`src/rtl/pit_pkg.sv`:
```
package pit_pkg;

  localparam int unsigned MODE_W = 3;

  typedef enum logic [MODE_W-1:0] {
    PM_OFF        = 3'd0,
    PM_SOFT       = 3'd1,
    PM_EXT        = 3'd2,
    PM_TMR_SINGLE = 3'd3,
    PM_TMR_CONT   = 3'd4,
    PM_RSV5       = 3'd5,
    PM_RSV6       = 3'd6,
    PM_RSV7       = 3'd7
  } pit_mode_e;

  function automatic logic pit_uses_timer(input logic [MODE_W-1:0] m);
    return (m == PM_TMR_SINGLE) || (m == PM_TMR_CONT);
  endfunction

endpackage

```
`src/rtl/pit_mode_ctrl.sv`:
```
module pit_mode_ctrl
  import pit_pkg::*;
(
  input  logic              clk,
  input  logic              rst_n,
  input  logic              master_rst,
  input  logic              stop_req,
  input  logic              freeze,
  input  logic              frz_en,
  input  logic              mode_wr,
  input  logic [MODE_W-1:0] mode_wdata,
  input  logic              ss_set,
  input  logic              fire,
  output logic [MODE_W-1:0] mode_q,
  output logic              ss_en_q,
  output logic              hold,
  output logic              clr_pulse
);

  logic [MODE_W-1:0] mode_d;
  logic              ss_en_d;
  logic              mode_en;
  logic              ss_en_en;
  logic              single_sel;

  assign single_sel = (mode_q == PM_TMR_SINGLE);

  // Level clear sources
  always_comb begin
    hold = master_rst
         | stop_req
         | (freeze & frz_en)
         | ~pit_uses_timer(mode_q)
         | (single_sel & ~ss_en_q);
  end

  // Direct switch between the two timer modes
  always_comb begin
    clr_pulse = mode_wr & ~stop_req
              & pit_uses_timer(mode_q)
              & pit_uses_timer(mode_wdata)
              & (mode_wdata != mode_q);
  end

  // Mode register next state: stop wins over a write
  always_comb begin
    mode_en = stop_req | mode_wr;
    if (stop_req) begin
      mode_d = MODE_W'(PM_OFF);
    end else begin
      mode_d = mode_wdata;
    end
  end

  // Single-scan enable: disarm on issued trigger wins over arming
  always_comb begin
    ss_en_en = ss_set | (fire & single_sel);
    if (fire && single_sel) begin
      ss_en_d = 1'b0;
    end else begin
      ss_en_d = 1'b1;
    end
  end

  always_ff @(posedge clk or negedge rst_n) begin
    if (!rst_n) begin
      mode_q <= MODE_W'(PM_OFF);
    end else if (mode_en) begin
      mode_q <= mode_d;
    end
  end

  always_ff @(posedge clk or negedge rst_n) begin
    if (!rst_n) begin
      ss_en_q <= 1'b0;
    end else if (ss_en_en) begin
      ss_en_q <= ss_en_d;
    end
  end

endmodule

```
`src/rtl/pit_term_dec.sv`:
```
module pit_term_dec #(
  parameter int unsigned SEL_W    = 4,
  parameter int unsigned BASE_EXP = 7,
  localparam int unsigned CNT_W   = BASE_EXP + (1 << SEL_W) - 1,
  localparam int unsigned EXP_W   = $clog2(CNT_W + 1)
) (
  input  logic [SEL_W-1:0] int_sel,
  input  logic [CNT_W-1:0] cnt_q,
  output logic             at_term
);

  logic [EXP_W-1:0] exp_w;
  logic [CNT_W-1:0] term_w;

  assign exp_w = EXP_W'(BASE_EXP) + EXP_W'(int_sel);

  // Terminal count = 2^exp - 1, built bit by bit
  for (genvar gi = 0; gi < CNT_W; gi++) begin : g_term
    assign term_w[gi] = (exp_w > EXP_W'(gi));
  end

  assign at_term = (cnt_q >= term_w);

endmodule

```
`src/rtl/pit_counter.sv`:
```
module pit_counter #(
  parameter int unsigned CNT_W = 22
) (
  input  logic             clk,
  input  logic             rst_n,
  input  logic             step_stb,
  input  logic             hold,
  input  logic             clr_pulse,
  input  logic             at_term,
  output logic [CNT_W-1:0] cnt_q,
  output logic             fire,
  output logic             trig
);

  logic [CNT_W-1:0] cnt_d;
  logic             cnt_en;

  assign fire = step_stb & ~hold & ~clr_pulse & at_term;

  always_comb begin
    cnt_en = hold | clr_pulse | step_stb;
    if (hold || clr_pulse || fire) begin
      cnt_d = '0;
    end else begin
      cnt_d = cnt_q + CNT_W'(1);
    end
  end

  always_ff @(posedge clk or negedge rst_n) begin
    if (!rst_n) begin
      cnt_q <= '0;
    end else if (cnt_en) begin
      cnt_q <= cnt_d;
    end
  end

  always_ff @(posedge clk or negedge rst_n) begin
    if (!rst_n) begin
      trig <= 1'b0;
    end else begin
      trig <= fire;
    end
  end

endmodule

```
`src/rtl/pit_scan_timer.sv`:
```
module pit_scan_timer
  import pit_pkg::*;
#(
  parameter int unsigned SEL_W    = 4,
  parameter int unsigned BASE_EXP = 7,
  localparam int unsigned CNT_W   = BASE_EXP + (1 << SEL_W) - 1
) (
  input  logic              clk,
  input  logic              rst_n,
  input  logic              master_rst,
  input  logic              stop_req,
  input  logic              freeze,
  input  logic              frz_en,
  input  logic              mode_wr,
  input  logic [MODE_W-1:0] mode_wdata,
  input  logic              ss_set,
  input  logic [SEL_W-1:0]  int_sel,
  input  logic              step_stb,
  output logic              trig
);

  logic [1:0]        rst_sync_q;
  logic              rst_sync_n;
  logic [MODE_W-1:0] mode_q;
  logic              ss_en_q;
  logic              hold;
  logic              clr_pulse;
  logic              fire;
  logic              at_term;
  logic [CNT_W-1:0]  cnt_q;

  // Asynchronous assert, synchronous release
  always_ff @(posedge clk or negedge rst_n) begin
    if (!rst_n) begin
      rst_sync_q <= 2'b00;
    end else begin
      rst_sync_q <= {rst_sync_q[0], 1'b1};
    end
  end

  assign rst_sync_n = rst_sync_q[1];

  pit_mode_ctrl u_ctrl (
    .clk        (clk),
    .rst_n      (rst_sync_n),
    .master_rst (master_rst),
    .stop_req   (stop_req),
    .freeze     (freeze),
    .frz_en     (frz_en),
    .mode_wr    (mode_wr),
    .mode_wdata (mode_wdata),
    .ss_set     (ss_set),
    .fire       (fire),
    .mode_q     (mode_q),
    .ss_en_q    (ss_en_q),
    .hold       (hold),
    .clr_pulse  (clr_pulse)
  );

  pit_term_dec #(
    .SEL_W    (SEL_W),
    .BASE_EXP (BASE_EXP)
  ) u_term (
    .int_sel (int_sel),
    .cnt_q   (cnt_q),
    .at_term (at_term)
  );

  pit_counter #(
    .CNT_W (CNT_W)
  ) u_cnt (
    .clk       (clk),
    .rst_n     (rst_sync_n),
    .step_stb  (step_stb),
    .hold      (hold),
    .clr_pulse (clr_pulse),
    .at_term   (at_term),
    .cnt_q     (cnt_q),
    .fire      (fire),
    .trig      (trig)
  );

endmodule

```
`config.mk`:
```
export PLATFORM = sky130hd
export DESIGN_NAME = pit_scan_timer
export DESIGN_NICKNAME = d
export VERILOG_FILES = /design/src/rtl/pit_pkg.sv /design/src/rtl/pit_mode_ctrl.sv /design/src/rtl/pit_term_dec.sv /design/src/rtl/pit_counter.sv /design/src/rtl/pit_scan_timer.sv
export SDC_FILE = /design/constraint.sdc
export NUM_CORES = 1
export LEC_CHECK = 0
export CORE_UTILIZATION = 40
export CTS_BUF_LIST = sky130_fd_sc_hd__clkbuf_16
export DETAILED_ROUTE_END_ITERATION = 10
export GPL_TIMING_DRIVEN = 1
export SETUP_SLACK_MARGIN = 0.02
export SLEW_MARGIN = 10
export SYNTH_ARGS = -nofsm -noshare
export SYNTH_HDL_FRONTEND = slang
export SYNTH_HIERARCHICAL = 1
export SYNTH_SLANG_ARGS = --single-unit
```
`constraint.sdc`:
```
create_clock -name clk -period 2 [get_ports clk]
set_input_delay 0.4 -clock clk [delete_from_list [all_inputs] [get_ports clk]]
set_output_delay 0.4 -clock clk [all_outputs]
set_load 0.01 [all_outputs]
```
### Word level (Yosys, flattened, before mapping)

Cells that the tools add are included.

| word-level totals | value |
|---|---|
| word-level logic and storage cells | 66 |
| bits of input ports | 16 |
| register bits | 29 |

| cells by class | value |
|---|---|
| magnitude comparators | 23 |
| reduce and logical (&&, ||, !) cells | 5 |
| bitwise operators | 23 |
| add/subtract/negate cells | 2 |
| mux-type cells | 3 |
| equality and inequality tests | 5 |

Operator list:

| operator | count |
|---|---|
| $gt 5x4->1 const B | 8 |
| $gt 5x5->1 const B | 6 |
| $add 22x1->22 const B | 1 |
| $ge 22x22->1 | 1 |
| $mux 22 | 1 |
| $gt 5x3->1 const B | 4 |
| $and 1x1->1 | 10 |
| $gt 5x1->1 const B | 2 |
| $gt 5x2->1 const B | 2 |
| $or 1x1->1 | 8 |
| $eq 3x2->1 const B | 2 |
| $eq 3x3->1 const B | 2 |
| $add 3x4->5 const A | 1 |
| $not 1->1 | 5 |
| $logic_or 1x1->1 | 4 |
| $mux 3 | 1 |
| $ne 3x3->1 | 1 |
| $logic_and 1x1->1 | 1 |
| $mux 1 | 1 |

### Longest topological paths before layout

Gate-level depths: netlist of run 1.

| depth | value |
|---|---|
| depth after elaboration | 11 |
| gate-level depth with buffers | 18 |

### Modules after synthesis

The synthesis of run 1 kept the hierarchy.

By module, submodules not included:

| module | sequential area each (µm²) | area an instance (µm²) | instances | cells an instance |
|---|---|---|---|---|
| pit_counter | 575.6 | 1217.4 | 1 | 131 |
| pit_term_dec | 0.0 | 1126.1 | 1 | 162 |
| pit_mode_ctrl | 100.1 | 236.5 | 1 | 21 |
| pit_scan_timer | 50.0 | 53.8 | 1 | 3 |

### Worst setup path after synthesis of run 1

Ideal clock, no wire load.

| timing path | value |
|---|---|
| kind | input port to flip-flop |
| from | in int_sel[0] |
| to | reg u_cnt.cnt_q[10] |
| stages | 18 |
| data arrival time | 3.110 ns |
| path slack | -1.187 ns |
| data required time | 1.922 ns |
| cells stage by stage | inv_1 ha_1 buf_4 or3_1 o21ai_0 nand2_1 nand2_1 a21oi_1 ha_1 a21o_1 nand3_1 a21oi_1 a211oi_1 nand3_1 nand2_1 nand2_1 dlygate4sd1_1 a21oi_1 |

| on the way | value |
|---|---|
| longest elaborated chain between the ends | 6 |
| elaborated cells on any way between the ends | 27 |

RTL lines:

| what | RTL line | text |
|---|---|---|
| from (decl) | pit_scan_timer.sv:17 | `input logic [SEL_W-1:0] int_sel,` |
| $add 3x4->5 (*) | pit_term_dec.sv:15 | `assign exp_w = EXP_W'(BASE_EXP) + EXP_W'(int_sel);` |
| $gt 5x1->1, or another cell as far along | pit_term_dec.sv:19 | `assign term_w[gi] = (exp_w > EXP_W'(gi));` |
| $ge 22x22->1 (*) | pit_term_dec.sv:22 | `assign at_term = (cnt_q >= term_w);` |
| net at_term | pit_scan_timer.sv:29 | `logic at_term;` |
| $and 1x1->1 (*) | pit_counter.sv:18 | `assign fire = step_stb & ~hold & ~clr_pulse & at_term;` |
| $logic_or 1x1->1 (*) | pit_counter.sv:22 | `if (hold \|\| clr_pulse \|\| fire) begin` |
| $mux 22 (*) | pit_counter.sv:22 |  |
| to (signal assigned) | pit_counter.sv:33 | `cnt_q <= cnt_d;` |
| to (decl) | pit_counter.sv:10 | `output logic [CNT_W-1:0] cnt_q,` |

Mark *: on every way through the listed nets, which the timed path passes. The rest lies on a longest branch.
A chain may end at the register's enable or synchronous reset.

### Final worst setup path of run 1

| timing path | value |
|---|---|
| from | in int_sel[0] |
| to | reg u_cnt.cnt_q[20] |

The elaborated chain is that of the path after synthesis.

==> results.sh, run 1 <==
export IMPL_fin_crit_ns=2.78
export IMPL_path_depth=15
export IMPL_io_pin_count=17
export IMPL_cp_required_ns=2.20
export IMPL_synth_main_ff_cell="dfrtp_1"
export IMPL_path_delay_family="simple AND/OR/NAND/NOR gates"
export IMPL_grt_use_total_pct=22.0
export IMPL_via_count=2738
export IMPL_route_detailed_drc=0
export IMPL_synth_top_area_share_pct=27.6
export IMPL_violations="setup timing"
export IMPL_path_max_fanout=8
export IMPL_setup_ws_ns=-0.777
export IMPL_worst_path_buf_inv=3
export IMPL_critPathKind="in2reg"
export IMPL_synth_cells=317
export IMPL_grt_first_pass_wirelength_um=12600
export IMPL_finalSetupViolations=24
export IMPL_clockBufferDepth=2
export IMPL_power_frac_comb_pct=22.7
export IMPL_place_area_um2=3460
export IMPL_first_global_vias=2733
export IMPL_period_share_pct=139
export IMPL_ys_seq_area_share_pct=27.6
export IMPL_fin_area_um2=3930
export IMPL_syn_to_final_growth_pct=49.1
export IMPL_drtPass1Iterations=4
export IMPL_switchingPower_uw=467
export IMPL_clock_skew_ns=0.00651
export IMPL_crit_top_cell="a21o_1"
export IMPL_sequentialPowerShare_pct=34.9
export IMPL_rsz0062_at_grt="true"
export IMPL_ys_types=62
export IMPL_wl_um=7510
export IMPL_max_freq_mhz=360
export IMPL_cts_made_buffers=5
export IMPL_synth_area_leaders="dfrtp_1 (28%), ha_1 (13%), a21oi_1 (5.9%), nor2_1 (4.7%), o21ai_0 (4.0%)"
export IMPL_finalMaxSlewViolations=0
export IMPL_syn_nets=361
export IMPL_synth_edf_count=0
export IMPL_synth_area_per_cell_um2=8.31
export IMPL_antenna_left=0
export IMPL_r2r_start="u_ctrl/mode_q[0]"
export IMPL_clk_pin_slew_ns=0.05
export IMPL_die_h_um=83.1
export IMPL_intPower_uw=1250
export IMPL_die_area_um2=6910
export IMPL_crit_path_start="int_sel[0]"
export IMPL_grt_max_degree=28
export IMPL_yosys_register_bits=29
export IMPL_via_per_inst=5.63
export IMPL_start_util_pct=41.5
export IMPL_drive_gt1_share_pct=38.1
export IMPL_yosys_area_top_type="dfrtp_1"
export IMPL_synth_commonest_cells="nor2_1 (33), a21oi_1 (31), dfrtp_1 (29)"
export IMPL_p_leak_uw=0.00169
export IMPL_worstSetupStartpointType="primary input"
export IMPL_fin_nets=452
export IMPL_cp_slowest_stage_delay_ns=0.43
export IMPL_pwr_share_clk_pct=42.4
export IMPL_io_buffers=16
export IMPL_arrival_ns=2.98
export IMPL_overflow=0
export IMPL_root_buffer="clkbuf_16"
export IMPL_ctsHoldBuffers=0
export IMPL_power_density_nw_per_um2=436
export IMPL_worstPathCellList="buf_8, inv_8, ha_4, or3_4, o21ai_2, nand3b_1, ha_1, a21o_1, a21o_1, a211oi_2, nand3_2, nand2_2, nand2_4, buf_12, a21oi_2"
export IMPL_maxCapViolCount=0
export IMPL_cts_sinks=29
export IMPL_drt_initial_drc_count=212
export IMPL_status="finished with violations"
export IMPL_rows=29
export IMPL_switching_share_pct=27.3
export IMPL_nFillCells=529
export IMPL_async_flop_share_pct=100
export IMPL_synth_most_common_cell="nor2_1"
export IMPL_yosysWarnings=6
export IMPL_cts_tree="done"
export IMPL_reg2reg_depth=8
export IMPL_min_path_type="reg2async"
export IMPL_place_detailed_hpwl_um=5390
export IMPL_vdd_drop_max_mv=0.418
export IMPL_gp_congestion=0.833
export IMPL_syn_area_um2=2630
export IMPL_cp_end_kind="register"
export IMPL_die_w_um=83.1
export IMPL_wire_per_inst_um=15.4
export IMPL_finalHoldViolCount=0
export IMPL_diodes=0
export IMPL_core_region_area_um2=6350
export IMPL_clk_latency_ns=0.28
export IMPL_crit_slowest_cell="or3_4"
export IMPL_fin_setup_tns_ns=-17.88
export IMPL_cts_max_level=2
export IMPL_antenna_found_initial=0
## cell type report
type | instances | area (µm²) | share of cell area [%]
Clock inverter | 3 | 17.5 | 0.446
Clock buffer | 5 | 125 | 3.19
Tap cell | 77 | 96.3 | 2.45
Sequential cell | 29 | 726 | 18.5
Inverter | 8 | 50.0 | 1.27
Timing Repair Buffer | 101 | 875 | 22.3
Multi-Input combinational cell | 263 | 2040 | 51.9
## flip-flops by register name, indices dropped and copies added, names as in the netlist
signal          cells
rst_sync_q          2
u_ctrl/mode_q       3
u_ctrl/ss_en_q      1
u_cnt/trig          1
u_cnt/cnt_q        22
## cells by family (layout without fill, tap and decap cells)
logic type / count (synthesis) / count (layout) / synth area share [%]
DFF: 29 / 29 / 27.6
adders and majority gates: 28 / 28 / 13.3
muxes: 3 / 3 / 1.14
AOI/OAI and AO/OA: 85 / 85 / 20.0
buffers and inverters: 25 / 117 / 4.89
and+or+nand+nor: 136 / 136 / 29.6
xor gates and xnor gates: 10 / 10 / 3.33
other: 1 / 1 / 0.142
## through the flow
stage               total power (µW)  utilization (%)  hold WS [ns]  worst slack, ns  std cells
finish                          1710             61.8         0.247           -0.777        486
global placement                 942             54.5         0.249            -1.74        469
CTS                             1720             60.2         0.264           -0.776        486
global route                    1790             61.8         0.274           -0.901        486
floorplan                        796                -         0.104           -0.796        317
detailed placement               947             54.5         0.259            -1.79        469
## worst paths after layout
kind	to	slack [ns]
worst min register to register	u_cnt/cnt_q[10]	0.25
max in group asynchronous	u_cnt/cnt_q[20]	1.47
worst max-delay path	u_cnt/cnt_q[20]	-0.78
worst min-delay path	u_cnt/cnt_q[10]	0.25
worst max register to register	u_cnt/cnt_q[6]	-0.28
min in group clk	rst_sync_q[1]	0.36
## repair_timing
action,in CTS,in global routing
resized for setup,49,26
hold endpoints to repair,0,0
setup buffers,8,0
endpoints found under the setup margin,24,24
pin swaps,8,18
gates cloned,1,0
## power by group through the flow
stage | clock, µW | combinational [µW] | sequential [µW]
2_1_floorplan | 0 | 182 | 615
3_3_place_gp | 0 | 335 | 607
3_5_place_dp | 0 | 339 | 608
4_1_cts | 744 | 374 | 598
5_1_grt | 769 | 424 | 597
6_report | 726 | 389 | 598
## placed cells by master, fill, tap and decap left out, drive strengths merged, types with 2 or more instances in the layout
| cell type | instances |
|---|---|
| a31oi | 3 |
| and4 | 2 |
| clkbuf | 5 |
| nor4 | 7 |
| nor3 | 10 |
| o21a | 4 |
| nor2 | 34 |
| xor2 | 4 |
| inv | 8 |
| nand4 | 12 |
| nand3 | 12 |
| clkinv | 2 |
| and3 | 3 |
| o311a | 3 |
| a21oi | 32 |
| or4 | 3 |
| nand3b | 2 |
| o22ai | 3 |
| nor3b | 4 |
| nor2b | 4 |
| mux2i | 3 |
| dfrtp | 29 |
| or3 | 12 |
| o21ai | 22 |
| nand2 | 19 |
| clkdlybuf4s50 | 12 |
| or2 | 2 |
| a21o | 5 |
| xnor2 | 6 |
| buf | 87 |
| ha | 28 |
| dlygate4sd2 | 2 |
| and2 | 4 |
| nand2b | 3 |
| o31ai | 5 |
## per-layer routing
| layer | GRT usage (%) | up-vias | share of wire [%] |
|---|---|---|---|
| met5 | 0 | - | 0 |
| met4 | 5.64 | 0 | 1.1 |
| met3 | 3.68 | 9 | 3.6 |
| met2 | 37.0 | 58 | 48 |
| met1 | 29.3 | 1319 | 47 |
| li1 | - | 1352 | - |
## worst reg2reg max path: stages (launching register included)
cell and delay, ns:
dfrtp_1 0.42, nor3b_4 0.21, buf_4 0.14, a21oi_2 0.03
a2111o_1 0.44, or3_1 0.47, nand4_1 0.16, xor2_1 0.25
nor2_4 0.06
Power figures use the tool's default switching activity.
==> inputs of run 2 (changes only) <==
- SKIP_CTS_REPAIR_TIMING: not set -> 1
==> run 2 against run 1 <==
- via count is 2.2% higher
- the flow still finishes with violations (setup timing)
- critical endpoint is now u_cnt/cnt_q[2]
- maximum frequency is 3.7% lower
- sequential share of layout area is 0.22 points lower
- clock-buffer cell count stayed put
- design area is 1.2% higher
- sequential power hardly changed
- clock power hardly changed
- largest cell class unchanged
==> results.sh, run 2 (same netlist as run 1, synthesis figures left out) <==
export IMPL_cts_tree="done"
export IMPL_cts_max_level=2
export IMPL_drt_initial_drc_count=209
export IMPL_drive_gt1_share_pct=39.9
export IMPL_route_detailed_drc=0
export IMPL_r2r_end="u_cnt/cnt_q[5]"
export IMPL_gp_congestion=0.833
export IMPL_cp_end_kind="register"
export IMPL_grt_first_pass_wirelength_um=12000
export IMPL_finalSetupViolations=24
export IMPL_path_max_fanout=6
export IMPL_top_register="u_cnt/cnt_q"
export IMPL_max_freq_mhz=347
export IMPL_io_buffers=16
export IMPL_grt_max_degree=28
export IMPL_rrSetupSlack_ns=-0.31
export IMPL_cp_slowest_stage_delay_ns=0.41
export IMPL_arrival_ns=3.08
export IMPL_p_leak_uw=0.00173
export IMPL_min_path_type="reg2async"
export IMPL_final_common_cell="buf_4"
export IMPL_diodes=0
export IMPL_violations="setup timing"
export IMPL_worstPathCellList="buf_8, inv_8, ha_4, or3_4, o21ai_2, nand2_1, nand2_1, a21oi_2, ha_1, a21o_1, nand3_2, a21oi_2, a211oi_2, nand3_2, buf_6, o21ai_2, a21oi_2, nor3_2"
export IMPL_clockBufferDepth=2
export IMPL_power_density_nw_per_um2=434
export IMPL_grt_use_total_pct=20.8
export IMPL_via_count=2797
export IMPL_worstSetupStartpointType="primary input"
export IMPL_core_region_area_um2=6350
export IMPL_overflow=0
export IMPL_place_detailed_hpwl_um=5390
export IMPL_vdd_drop_max_mv=0.422
export IMPL_first_global_vias=2603
export IMPL_die_area_um2=6910
export IMPL_antenna_found_initial=0
export IMPL_critPathKind="in2reg"
export IMPL_wire_per_inst_um=15.8
export IMPL_start_util_pct=41.5
export IMPL_critical_path_endpoint="u_cnt/cnt_q[2]"
export IMPL_wl_um=7750
export IMPL_rsz0062_at_grt="true"
export IMPL_finalHoldViolCount=0
export IMPL_clk_latency_ns=0.28
export IMPL_crit_path_start="int_sel[0]"
export IMPL_finalMaxSlewViolations=0
export IMPL_crit_top_cell="a21oi_2"
export IMPL_fin_nets=457
export IMPL_io_pin_count=17
export IMPL_drtPass1Iterations=4
export IMPL_maxCapViolCount=0
export IMPL_largest_reg_flops=22
export IMPL_reg_top3="u_cnt/cnt_q (22), u_ctrl/mode_q (3), rst_sync_q (2)"
export IMPL_root_buffer="clkbuf_16"
export IMPL_place_area_um2=3460
export IMPL_crit_slowest_cell="or3_4"
export IMPL_via_per_inst=5.70
export IMPL_r2r_start="u_ctrl/mode_q[0]"
export IMPL_fin_area_um2=3970
export IMPL_clock_skew_ns=0.00545
export IMPL_cp_required_ns=2.19
export IMPL_cts_made_buffers=5
export IMPL_status="finished with violations"
export IMPL_die_h_um=83.1
export IMPL_syn_to_final_growth_pct=50.9
export IMPL_reg2reg_depth=9
export IMPL_rows=29
export IMPL_clk_pin_slew_ns=0.05
export IMPL_period_share_pct=144
export IMPL_final_cell_mix="buf_4 (78), dfrtp_1 (29), ha_1 (26)"
export IMPL_setup_ws_ns=-0.882
export IMPL_antenna_left=0
export IMPL_hold_ws_ns=0.245
export IMPL_fin_crit_ns=2.88
export IMPL_cts_sinks=29
export IMPL_die_w_um=83.1
[run 2: changes by cell type in the layout (fill, tap and decap cells not counted), moves of 2 or more]
cell            previous run  this run
dlymetal6s2s_1             0         2
a21oi_1                   18        16
buf_6                      5         8
a21oi_2                   14        16
buf_8                      1         3
dlygate4sd2_1              2         0
nor2_2                     3         7
nor2_4                    11         7
[run 2: area by class of cell]
type                            count  area, µm²
Clock buffer                        5        125
Sequential cell                    29        726
Timing Repair Buffer              106        931
Tap cell                           77       96.3
Multi-Input combinational cell    263       2030
Inverter                            8       50.0
Clock inverter                      3       17.5
Fill cell                         529       2380
[run 2: power by group]
part           switching (µW)  internal, µW  leakage (µW)
Clock                     273           455     0.0000696
Combinational             196           202       0.00127
Sequential               4.66           593      0.000393
Total                     473          1250       0.00173
[run 2: worst max-delay path, delay by kind of cell]
family | cells | cell delay (ns)
and+or+nand+nor | 6 | 0.89
adders and majority gates | 2 | 0.54
buffers and inverters | 3 | 0.29
AOI/OAI and AO/OA | 7 | 0.95
[run 2: worst min-delay path by stage]
stage / startpoint / to / cells past startpoint
after floorplan: rst_n / rst_sync_q[0] / 0
after global placement: rst_sync_q[1] / u_cnt/cnt_q[10] / 1
after detailed placement: rst_sync_q[1] / u_cnt/cnt_q[10] / 1
after CTS: rst_sync_q[1] / u_cnt/cnt_q[10] / 1
after global routing: rst_n / rst_sync_q[1] / 1
final: rst_sync_q[1] / u_cnt/cnt_q[10] / 1
[run 2: per-stage QoR]
step	setup slack [ns]	utilization (%)	std cells	total power (µW)	TNS, ns
6_report	-0.882	62.6	491	1720	-19.93
2_1_floorplan	-0.796	-	317	796	-18.50
3_5_place_dp	-1.79	54.5	469	947	-41.51
3_3_place_gp	-1.74	54.5	469	942	-39.95
5_1_grt	-1.02	62.6	491	1790	-23.01
4_1_cts	-1.52	56.8	477	1680	-34.69
[run 2: layer usage]
layer | GRT usage [%] | vias to the layer above | wire length (µm)
li1 | - | 1365 | -
met1 | 28.8 | 1341 | 3620
met2 | 34.0 | 78 | 3700
met3 | 3.48 | 13 | 313
met4 | 4.55 | 0 | 120
met5 | 0 | - | 0
